<file path="config.mk">
export PLATFORM = sky130hd
export DESIGN_NAME = otp_ctrl
export DESIGN_NICKNAME = d
export VERILOG_FILES = /design/src/rtl/otp_pkg.sv /design/src/rtl/otp_dur.sv /design/src/rtl/otp_fsm.sv /design/src/rtl/otp_ctrl.sv
export SDC_FILE = /design/constraint.sdc
export NUM_CORES = 2
export LEC_CHECK = 0
export ABC_AREA = 1
export BUFFER_PORTS_ARGS = -buffer_cell sky130_fd_sc_hd__buf_2
export CORE_ASPECT_RATIO = 1.4
export CORE_MARGIN = 2
export CORE_UTILIZATION = 40
export CTS_CLUSTER_SIZE = 16
export DETAILED_ROUTE_END_ITERATION = 6
export PLACE_DENSITY = 0.68
export REMOVE_ABC_BUFFERS = 1
export SYNTH_ARGS = -nofsm -noshare
export SYNTH_HDL_FRONTEND = slang
export SYNTH_SLANG_ARGS = --single-unit
</file>
<file path="constraint.sdc">
create_clock -name clk -period 2.2 [get_ports clk]
set_input_delay 0.44 -clock clk [delete_from_list [all_inputs] [get_ports clk]]
set_output_delay 0.44 -clock clk [all_outputs]
set_load 0.02 [all_outputs]
</file>
<file path="src/rtl/otp_pkg.sv">
package otp_pkg;
    localparam int ADDR_W = 12;
    localparam int DUR_W  = 14;
    localparam int TIM_W  = 28;

    localparam logic [15:0]       UNLOCK_KEY = 16'h3E77;
    localparam logic [ADDR_W-1:0] OFS_CTRL   = 12'h000;
    localparam logic [ADDR_W-1:0] OFS_SET    = 12'h004;
    localparam logic [ADDR_W-1:0] OFS_CLR    = 12'h008;
    localparam logic [ADDR_W-1:0] OFS_TIMING = 12'h010;
    localparam logic [ADDR_W-1:0] OFS_DATA   = 12'h020;
    localparam logic [ADDR_W-1:0] OFS_SHADOW = 12'h400;

    localparam int BIT_RELOAD = 10;
    localparam int BIT_ERR    = 9;

    // wait=1, read strobe=3, relax=1, program strobe=5
    localparam logic [TIM_W-1:0] TIMING_RST = 28'h0431005;

    typedef enum logic [1:0] {
        ST_IDLE,
        ST_PROG,
        ST_RELOAD,
        ST_SETTLE
    } otp_state_e;
endpackage

</file>
<file path="src/rtl/otp_dur.sv">
module otp_dur
    import otp_pkg::*;
(
    input  logic [3:0]       relax,
    input  logic [5:0]       strb_rd,
    input  logic [11:0]      strb_pg,
    output logic [DUR_W-1:0] dur_prog,
    output logic [DUR_W-1:0] dur_read
);
    logic [DUR_W-1:0] guard;

    // Two relax intervals bracket every strobe
    assign guard    = (DUR_W'(relax) + DUR_W'(1)) << 1;
    assign dur_prog = guard + DUR_W'(strb_pg);
    assign dur_read = guard + DUR_W'(strb_rd);
endmodule

</file>
<file path="src/rtl/otp_fsm.sv">
module otp_fsm
    import otp_pkg::*;
#(
    parameter int NW         = 16,
    parameter int SETTLE_CYC = 400
) (
    input  logic             clk,
    input  logic             rst_n,
    input  logic             start_prog,
    input  logic             start_rld,
    input  logic [DUR_W-1:0] dur_prog,
    input  logic [DUR_W-1:0] dur_read,
    output logic             busy,
    output logic             settling,
    output logic             reloading,
    output logic             prog_fire,
    output logic             copy_fire,
    output logic [$clog2(NW)-1:0] copy_idx
);
    localparam int IW = $clog2(NW);
    localparam int SW = $clog2(SETTLE_CYC + 1);
    localparam int CW = (SW > DUR_W) ? SW : DUR_W;
    localparam logic [IW-1:0] LAST = IW'(NW - 1);

    otp_state_e    state_q, state_d;
    logic [CW-1:0] cnt_q, cnt_d;
    logic [IW-1:0] idx_q, idx_d;

    always_ff @(posedge clk or negedge rst_n) begin
        if (!rst_n) begin
            state_q <= ST_IDLE;
            cnt_q   <= '0;
            idx_q   <= '0;
        end else begin
            state_q <= state_d;
            cnt_q   <= cnt_d;
            idx_q   <= idx_d;
        end
    end

    always_comb begin
        state_d = state_q;
        cnt_d   = cnt_q;
        idx_d   = idx_q;
        unique case (state_q)
            ST_IDLE: begin
                if (start_prog) begin
                    state_d = ST_PROG;
                    cnt_d   = CW'(dur_prog) - CW'(1);
                end else if (start_rld) begin
                    state_d = ST_RELOAD;
                    cnt_d   = CW'(dur_read) - CW'(1);
                    idx_d   = '0;
                end
            end
            ST_PROG: begin
                if (cnt_q == '0) begin
                    state_d = ST_SETTLE;
                    cnt_d   = CW'(SETTLE_CYC - 1);
                end else begin
                    cnt_d = cnt_q - CW'(1);
                end
            end
            ST_RELOAD: begin
                if (cnt_q == '0) begin
                    if (idx_q == LAST) begin
                        state_d = ST_IDLE;
                    end else begin
                        idx_d = idx_q + IW'(1);
                        cnt_d = CW'(dur_read) - CW'(1);
                    end
                end else begin
                    cnt_d = cnt_q - CW'(1);
                end
            end
            ST_SETTLE: begin
                if (cnt_q == '0) state_d = ST_IDLE;
                else             cnt_d   = cnt_q - CW'(1);
            end
        endcase
    end

    always_comb begin
        busy      = 1'b0;
        settling  = 1'b0;
        reloading = 1'b0;
        prog_fire = 1'b0;
        copy_fire = 1'b0;
        unique case (state_q)
            ST_IDLE:   ;
            ST_PROG: begin
                busy      = 1'b1;
                prog_fire = (cnt_q == '0);
            end
            ST_RELOAD: begin
                busy      = 1'b1;
                reloading = 1'b1;
                copy_fire = (cnt_q == '0);
            end
            ST_SETTLE: settling = 1'b1;
        endcase
    end

    assign copy_idx = idx_q;
endmodule

</file>
<file path="src/rtl/otp_ctrl.sv">
module otp_ctrl
    import otp_pkg::*;
#(
    parameter int NBANK      = 4,
    parameter int SETTLE_CYC = 400
) (
    input  logic              clk,
    input  logic              rst_n,
    input  logic              bus_en,
    input  logic              bus_we,
    input  logic [ADDR_W-1:0] bus_addr,
    input  logic [31:0]       bus_wdata,
    output logic [31:0]       bus_rdata
);
    localparam int NW = NBANK * 4;
    localparam int IW = $clog2(NW);
    localparam logic [7:0] NW_L = 8'(NW);

    logic [15:0]      unlock_q;
    logic [7:0]       waddr_q;
    logic             err_q;
    logic [TIM_W-1:0] timing_q;
    logic [31:0]      fuse_q   [NW];
    logic [31:0]      shadow_q [NW];
    logic [IW-1:0]    tgt_addr_q;
    logic [31:0]      tgt_data_q;
    logic [NW*32-1:0] fuse_flat;

    logic busy, settling, reloading, prog_fire, copy_fire, idle;
    logic [IW-1:0]    copy_idx;
    logic [DUR_W-1:0] dur_prog, dur_read;

    logic wr, rd, wr_ctrl, wr_set, wr_clr, wr_tim, wr_data;
    logic rld_req, data_bad, start_prog, start_rld, err_set;
    logic in_shadow, sh_ok;
    logic [ADDR_W-1:0] sh_off;
    logic [7:0]        sh_lin;
    logic              unused_bits;

    assign wr      = bus_en & bus_we;
    assign rd      = bus_en & ~bus_we;
    assign wr_ctrl = wr && (bus_addr == OFS_CTRL);
    assign wr_set  = wr && (bus_addr == OFS_SET);
    assign wr_clr  = wr && (bus_addr == OFS_CLR);
    assign wr_tim  = wr && (bus_addr == OFS_TIMING);
    assign wr_data = wr && (bus_addr == OFS_DATA);

    assign in_shadow = (bus_addr >= OFS_SHADOW);
    assign sh_off    = bus_addr - OFS_SHADOW;
    assign sh_lin    = sh_off[ADDR_W-1:4];
    assign sh_ok     = (sh_off[3:0] == 4'h0) && (sh_lin < NW_L);

    assign idle       = ~busy & ~settling;
    assign rld_req    = (wr_ctrl | wr_set) & bus_wdata[BIT_RELOAD];
    assign data_bad   = ~idle || (unlock_q != UNLOCK_KEY) || (waddr_q >= NW_L);
    assign start_prog = wr_data & ~data_bad;
    assign start_rld  = rld_req & idle;
    assign err_set    = (wr_data & data_bad) | (rld_req & ~idle)
                      | (rd & in_shadow & ~idle);
    assign unused_bits = ^{bus_wdata[15:11], bus_wdata[8]};

    otp_dur u_dur (
        .relax    (timing_q[15:12]),
        .strb_rd  (timing_q[21:16]),
        .strb_pg  (timing_q[11:0]),
        .dur_prog (dur_prog),
        .dur_read (dur_read)
    );

    otp_fsm #(.NW(NW), .SETTLE_CYC(SETTLE_CYC)) u_fsm (
        .clk        (clk),
        .rst_n      (rst_n),
        .start_prog (start_prog),
        .start_rld  (start_rld),
        .dur_prog   (dur_prog),
        .dur_read   (dur_read),
        .busy       (busy),
        .settling   (settling),
        .reloading  (reloading),
        .prog_fire  (prog_fire),
        .copy_fire  (copy_fire),
        .copy_idx   (copy_idx)
    );

    always_ff @(posedge clk or negedge rst_n) begin
        if (!rst_n) begin
            unlock_q   <= '0;
            waddr_q    <= '0;
            err_q      <= 1'b0;
            timing_q   <= TIMING_RST;
            tgt_addr_q <= '0;
            tgt_data_q <= '0;
            for (int i = 0; i < NW; i++) begin
                fuse_q[i]   <= '0;
                shadow_q[i] <= '0;
            end
        end else begin
            if (prog_fire) begin
                unlock_q <= '0;
            end else if (wr_ctrl) begin
                unlock_q <= bus_wdata[31:16];
                waddr_q  <= bus_wdata[7:0];
            end else if (wr_set) begin
                unlock_q <= unlock_q | bus_wdata[31:16];
                waddr_q  <= waddr_q  | bus_wdata[7:0];
            end else if (wr_clr) begin
                unlock_q <= unlock_q & ~bus_wdata[31:16];
                waddr_q  <= waddr_q  & ~bus_wdata[7:0];
            end
            if (err_set)                            err_q <= 1'b1;
            else if (wr_clr && bus_wdata[BIT_ERR])  err_q <= 1'b0;
            if (wr_tim) timing_q <= bus_wdata[TIM_W-1:0];
            if (start_prog) begin
                tgt_addr_q <= waddr_q[IW-1:0];
                tgt_data_q <= bus_wdata;
            end
            if (prog_fire) fuse_q[tgt_addr_q] <= fuse_q[tgt_addr_q] | tgt_data_q;
            if (copy_fire) shadow_q[copy_idx] <= fuse_q[copy_idx];
        end
    end

    always_comb begin
        bus_rdata = '0;
        if (in_shadow) begin
            if (sh_ok && idle) bus_rdata = shadow_q[sh_lin[IW-1:0]];
        end else begin
            case (bus_addr)
                OFS_CTRL, OFS_SET, OFS_CLR:
                    bus_rdata = {unlock_q, 5'b0, reloading, err_q, busy, waddr_q};
                OFS_TIMING:
                    bus_rdata = {{(32-TIM_W){1'b0}}, timing_q};
                default:
                    bus_rdata = '0;
            endcase
        end
    end

    for (genvar g = 0; g < NW; g++) begin : g_flat
        assign fuse_flat[g*32 +: 32] = fuse_q[g];
    end
endmodule

</file>
* After elaboration in Yosys (flattened, before gate mapping)
Index checks and enable logic that the tools add are counted.
** Word-level totals
- Output and inout port bits :: 32
- Bits in registers :: 1133
** Operators by class
- Eq/ne operators :: 19
- $lt $le $gt $ge :: 8
- Reduce and logical (&&, ||, !) cells :: 26
- $add $sub $neg :: 8
- Bitwise logic cells :: 29
- Multiplexer cells :: 51
** Operators by type and width (number)
- bitwise mux 512 bit :: 2
- binary-select mux 32 bit (select 4 bit) :: 3
- 2-to-1 mux 32 bit :: 10
- demux 32 bit (select 4 bit) :: 2
- 2-to-1 mux 14 bit :: 6
- 2-to-1 mux 16 bit :: 4
- case mux 32 bit (2 select lines) :: 1
- case mux 14 bit (4 select lines) :: 1
- subtractor 14 x 1 -> 14 bit, second input constant :: 3
- bitwise OR 32 bit :: 1
- 2-to-1 mux 8 bit :: 3
- bitwise AND 16 bit :: 1
- 2-to-1 mux 4 bit :: 4
- != test 16 x 14 -> 1 bit, second input constant :: 1
- NOT 16 bit :: 1
- bitwise OR 16 bit :: 1
- >= comparator 5 bit, second input constant :: 3
- NOT 4 -> 5 bit :: 3
- adder 14 x 12 -> 14 bit :: 1
- adder 14 x 6 -> 14 bit :: 1
- logical NOT 14 bit :: 1
- == test 12 x 3 -> 1 bit, second input constant :: 1
- == test 12 x 4 -> 1 bit, second input constant :: 1
- == test 12 x 5 -> 1 bit, second input constant :: 1
- 37 further kinds :: 85

* Longest topological paths before layout
- Depth in word-level cells :: 12
- Mapped depth :: 18
- Depth with buffers taken out :: 18

* Modules after synthesis
From an unflattened synthesis, not the netlist that was laid out.
** Unflattened totals
- Cells, all modules :: 9079
- Area, all modules :: 61520.3 sq um
** Modules (own cells, without submodules)
- otp_ctrl :: instances 1, cells each 8526, area an instance 58270.9 sq um, sequential area each 27859.2 sq um
- otp_fsm :: instances 1, cells each 422, area an instance 2476.1 sq um, sequential area each 500.5 sq um
- otp_dur :: instances 1, cells each 131, area an instance 773.2 sq um, sequential area each 0.0 sq um

* Worst setup path before layout
No wires, ideal clock.
- Kind :: register -> register
- Start point :: register timing_q[17]
- End point :: register u_fsm.cnt_q[5]
- Setup slack :: -0.174 ns
- Period minus slack after synthesis :: 2.374 ns
- Data required time :: 2.084 ns
- Path buffers :: 0
- Setup time :: 0.116 ns
- Cell stages (with the launch flop) :: 17
- Arrival time :: 2.257 ns
- Cell sequence :: dfstp_2 inv_1 ha_1 inv_1 ha_1 fa_1 nand3_1 nand2_1 or2_2 nand2_1 inv_1 nand2_1 nand2_1 nand2_1 nand2_1 nand2_1 nand2_1
** Between the ends
- Word-level cells in the longest chain between the ends :: 5
- Elaborated cells between the ends (all ways) :: 7
** Ends and longest elaborated chain
- start: declaration :: line otp_ctrl.sv:22 : logic [TIM_W-1:0] timing_q;
- start signal: assignment :: line otp_ctrl.sv:112 : if (wr_tim) timing_q <= bus_wdata[TIM_W-1:0];
- adder 14 x 6 -> 14 bit (*) :: line otp_dur.sv:15 : assign dur_read = guard + DUR_W'(strb_rd);
- subtractor 14 x 1 -> 14 bit (*) :: line otp_fsm.sv:52, otp_fsm.sv:70
- 2-to-1 mux 14 bit, on equally long branches :: line otp_fsm.sv:66, otp_fsm.sv:50
- 2-to-1 mux 14 bit, on equally long branches :: line otp_fsm.sv:65, otp_fsm.sv:47
- case mux 14 bit (4 select lines) (*) :: line otp_fsm.sv:45 : unique case (state_q)
- end signal: assignment :: line otp_fsm.sv:36 : cnt_q <= cnt_d;
- end: declaration :: line otp_fsm.sv:26 : logic [CW-1:0] cnt_q, cnt_d;
Mark *: on every way between the ends. The rest lies on a longest branch, timed or not. The select of a mux whose other input is x is not followed.
A chain may end at the register's enable or synchronous reset.

* Final worst setup path
- Start point :: register u_fsm.state_q[0]
- End point :: output port bus_rdata[31]
** Between the ends
- Word-level cells in the longest chain between the ends :: 8
- Elaborated cells between the ends (all ways) :: 12
** Ends and longest elaborated chain
- start: declaration :: line otp_fsm.sv:25 : otp_state_e state_q, state_d;
- start signal: assignment :: line otp_fsm.sv:35 : state_q <= state_d;
- == test 2 x 1 -> 1 bit or == test 2 bit (tied branches) :: line otp_fsm.sv:89 : unique case (state_q)
- OR reduction 2 bit (no source line)
- 2-to-1 mux 1 bit :: line otp_fsm.sv:89
- NOT 1 bit :: line otp_ctrl.sv:53 : assign idle = ~busy & ~settling;
- bitwise AND 1 bit (*) :: line otp_ctrl.sv:53
- logical AND 1 bit (*) :: line otp_ctrl.sv:125 : if (sh_ok && idle) bus_rdata = shadow_q[sh_lin[IW-1:0]];
- 2-to-1 mux 32 bit (*) :: line otp_ctrl.sv:125
- 2-to-1 mux 32 bit (*) :: line otp_ctrl.sv:124 : if (in_shadow) begin
- end: declaration :: line otp_ctrl.sv:13 : output logic [31:0] bus_rdata
Mark *: on every way between the ends. The rest lies on a longest branch, timed or not.

==> impl_metrics.csv <==
group,metric,value,unit
status,outcome,"complete, but fails checks",
status,failed_checks,"setup timing",
grt,first_global_vias,55216,
grt,grt_first_pass_wirelength,341000,um
detailed_routing,route.vias.total,59050,
pwr,p_switching,10.1,mW
detailed_routing,initialDrtViolationCount,8294,
worst_setup_path,crit_type,"flop to output port",
placement,io_buffers,79,
synthesis,synth_ff_type,"dfrtp_1",
floorplan,row_count,164,
timing,slew_viol_final,0,
final_layout,seqCellArea,28400,sq um
synthesis,syn_avg_cell_area,7.61,sq um
floorplan,die_y,453,um
clock_network,numCtsBuffers,113,
grt,antenna_found_initial,10,
timing,skew,54.6,ps
clock_network,path_clk_slew,70,ps
worst_setup_path,crit_fanout,6,
timing,setup_ws,-993,ps
run,drv_cap,0,
hold_path,hold_path_end,"tgt_data_q[14]$_DFFE_PN0P_",
timing,slew_headroom,52.9,%
detailed_routing,drc,0,
worst_setup_path,r2r_start,"timing_q[12]$_DFFE_PN1P_",
detailed_routing,top_layer_used,"met5",
synthesis,syn_area,57600,sq um
pwr,combPwrFrac,4.0,%
timing,final.min_clock_period,3190,ps
grt,grt_overflow,0,
synthesis,synth_area_leaders,"dfrtp_1 49%, nand2_1 20%, o21ai_0 9.3%",
pwr,vdd_ir_drop_max,0.650,mV
timing,fmax,313,MHz
timing,report.final.hold_viol_count,0,
detailed_routing,met1_length,84200,um
timing,setup_viol,730,
hold_path,hold_start,"bus_wdata[14]",
clock_network,cts_buffer_depth,3,
placement,dpl.hpwl,140000,um
final_layout,multi_input_area,27800,sq um
timing,post-route-period-util,145,%
pwr,seq_power_share,48.6,%
final_layout,drive_above_1_share,18.5,%
clock_network,cts_tree,"yes",
clock_network,htreeDepth,3,
synthesis,ys_types,50,
grt,grt_usage,30.3,%
floorplan,die_x,325,um
detailed_routing,wl,253000,um
final_layout,nFillCells,13065,
synthesis,synth.yosys.seq_area_share,49.2,%
synthesis,yosysWarningCount,0,
worst_setup_path,required,1760,ps
synthesis,ys_ff_latch,1133,
pwr,p_int,32.8,mW
pwr,clock_power_share,47.4,%
final_layout,fin_nets,7998,
synthesis,synth_edf_count,0,
synthesis,yosysTopAreaCellShare,48.9,%
detailed_routing,dr_wl_met3,31100,um
synthesis,postSynth.asyncResetShare,100,%
worst_setup_path,reg2reg_slack,-280,ps
placement,place_ws,-785,ps
pwr,power.density,584,nW/um^2
worst_setup_path,r2r_cells,18,
synthesis,synth_top_cell_by_area,"dfrtp_1",
grt,grt_start_max_net_pins,77,
pwr,switching_share,23.5,%
worst_setup_path,r2r_end,"u_fsm.cnt_q[11]$_DFFE_PN0P_",
synthesis,netlist_top_cells_count,"3097 x nand2_1, 1127 x dfrtp_1, 1068 x o21ai_0",
clock_network,cts-root-buf,"clkbuf_16",
detailed_routing,wl_per_cell,25.5,um
placement,placedInstanceArea,64200,sq um
synthesis,synth_most_common_cell,"nand2_1",
clock_network,clock-sinks,1133,
detailed_routing,ant_nets,0,
detailed_routing,drt_pre_antenna_iters,7,
timing,timing.setup.tns,-103590,ps
final_layout,syn_to_final_growth,27.4,%
hold_path,hold_path_depth,3,
synthesis,syn-instance-count,7575,
worst_setup_path,timing.critical_path.to_type,"output port",
floorplan,ios,80,
floorplan,core,143000,sq um
timing,timing.hold.ws,73.3,ps
worst_setup_path,critPathArrivalTime,2750,ps
final_layout,final_area,73400,sq um
placement,gp_congestion,0.934,
final_layout,post-route-util,51.4,%
timing,rsz0062_at_grt,"yes",
detailed_routing,vias_per_cell,5.95,
pwr,p_leak,34.8,nW
detailed_routing,met2WireLength,111000,um
worst_setup_path,start_kind,"flop",
timing,tightest_slew,702,ps
clock_network,clock_latency,790,ps
floorplan,start_util,40.4,%
floorplan,dieArea,147000,sq um
hold_path,hp-class,"primary input to flop",
critical path, cell delays in order (launching register included):
cell	delay, ps
dfrtp_1	390
inv_2	90
ha_4	160
inv_4	50
nor2_1	80
nand4_1	190
buf_6	240
buf_12	160
buf_8	130
a211oi_1	220
nand2_1	80
nand2_1	60
buf_4	140
per-stage QoR:
step	power (mW)	cells
3_3_place_gp	22.8	9536
5_1_grt	43.9	9920
3_5_place_dp	22.9	9536
2_1_floorplan	21.7	7030
4_1_cts	42.9	9789
6_report	42.9	9926
layout by cell type, fill, tap and decap left out, drive strengths merged, types with 7 or more instances in the layout:
master / synthesis / final
nand3b: 25 / 28
nor2: 280 / 280
xor2: 16 / 16
buf: 271 / 708
nand2: 3116 / 3116
diode: 0 / 11
o21ai: 1233 / 1233
inv: 289 / 291
a211oi: 16 / 16
bufinv: 0 / 10
o21a: 7 / 7
o22ai: 51 / 51
o221ai: 85 / 85
nand4: 8 / 8
nand3: 281 / 281
ha: 33 / 33
clkinv: 1 / 30
and3: 10 / 10
dfrtp: 1127 / 1127
or2: 27 / 27
o211ai: 30 / 30
a31oi: 11 / 11
a22oi: 58 / 58
clkbuf: 274 / 219
a21oi: 302 / 302
per-layer routing:
layer | global-route usage [%] | vias up
met5 | 0 | -
li1 | - | 25406
met4 | 23.0 | 8
met3 | 6.36 | 1333
met1 | 35.7 | 27987
met2 | 48.6 | 4316
layout make-up:
type	instances	share of cell area (%)
multi-input combinational	5610	37.8
antenna	11	0.0375
clock buffer	161	4.42
sequential	1133	38.6
timing repair buffer	767	13.5
clock inverter	45	0.797
tap	1909	3.25
inverter	290	1.55
state kept, by name (all words and copies together), names as in the netlist, named ones only:
name / count
err_q: 1
shadow_q: 512
unlock_q: 16
u_fsm.state_q: 2
u_fsm.cnt_q: 14
fuse_flat: 512
u_fsm.copy_idx: 4
tgt_data_q: 32
tgt_addr_q: 4
timing_q: 28
how the worst max path moves through the flow:
stage	start	to	slack (ps)
2_1_floorplan	u_fsm.copy_idx[0]$_DFFE_PN0P_	shadow_q[100]$_DFFE_PN0P_	-8660
3_3_place_gp	bus_addr[0]	timing_q[13]$_DFFE_PN0P_	-790
3_5_place_dp	bus_addr[0]	timing_q[13]$_DFFE_PN0P_	-780
4_1_cts	u_fsm.state_q[1]$_DFFE_PN0P_	bus_rdata[27]	-880
5_1_grt	u_fsm.state_q[0]$_DFFE_PN0P_	bus_rdata[31]	-1030
6_report	u_fsm.state_q[0]$_DFFE_PN0P_	bus_rdata[31]	-990
cell families (layout without fill, tap and decap cells):
logic type                 after synthesis  after routing  share of synthesized area, %
adders and majority gates               35             35                         0.786
and+or+nand+nor                       3753           3756                          26.3
xor gates and xnor gates                20             20                         0.304
buffers and inverters                  835           1263                          6.34
DFF                                   1133           1133                          49.2
AOI/OAI and AO/OA                     1799           1799                          17.1
other                                    0             11                             0
power groups by stage:
stage,Clock (mW),Sequential (mW),Combinational (mW)
2_1_floorplan,0,21.2,0.423
3_3_place_gp,0,21.2,1.62
3_5_place_dp,0,21.2,1.63
4_1_cts,20.4,20.8,1.67
5_1_grt,21.2,20.8,1.84
6_report,20.4,20.8,1.72
timing repair:
action                     CTS  global route
cloned                      15            69
setup endpoints to repair  596           913
setup buffers               31            68
pin swaps                   73           139
hold buffers                 1             0
hold endpoints to repair   413             0
gates resized for setup    274           499
Note: power is estimated with default switching activity, not from simulation.
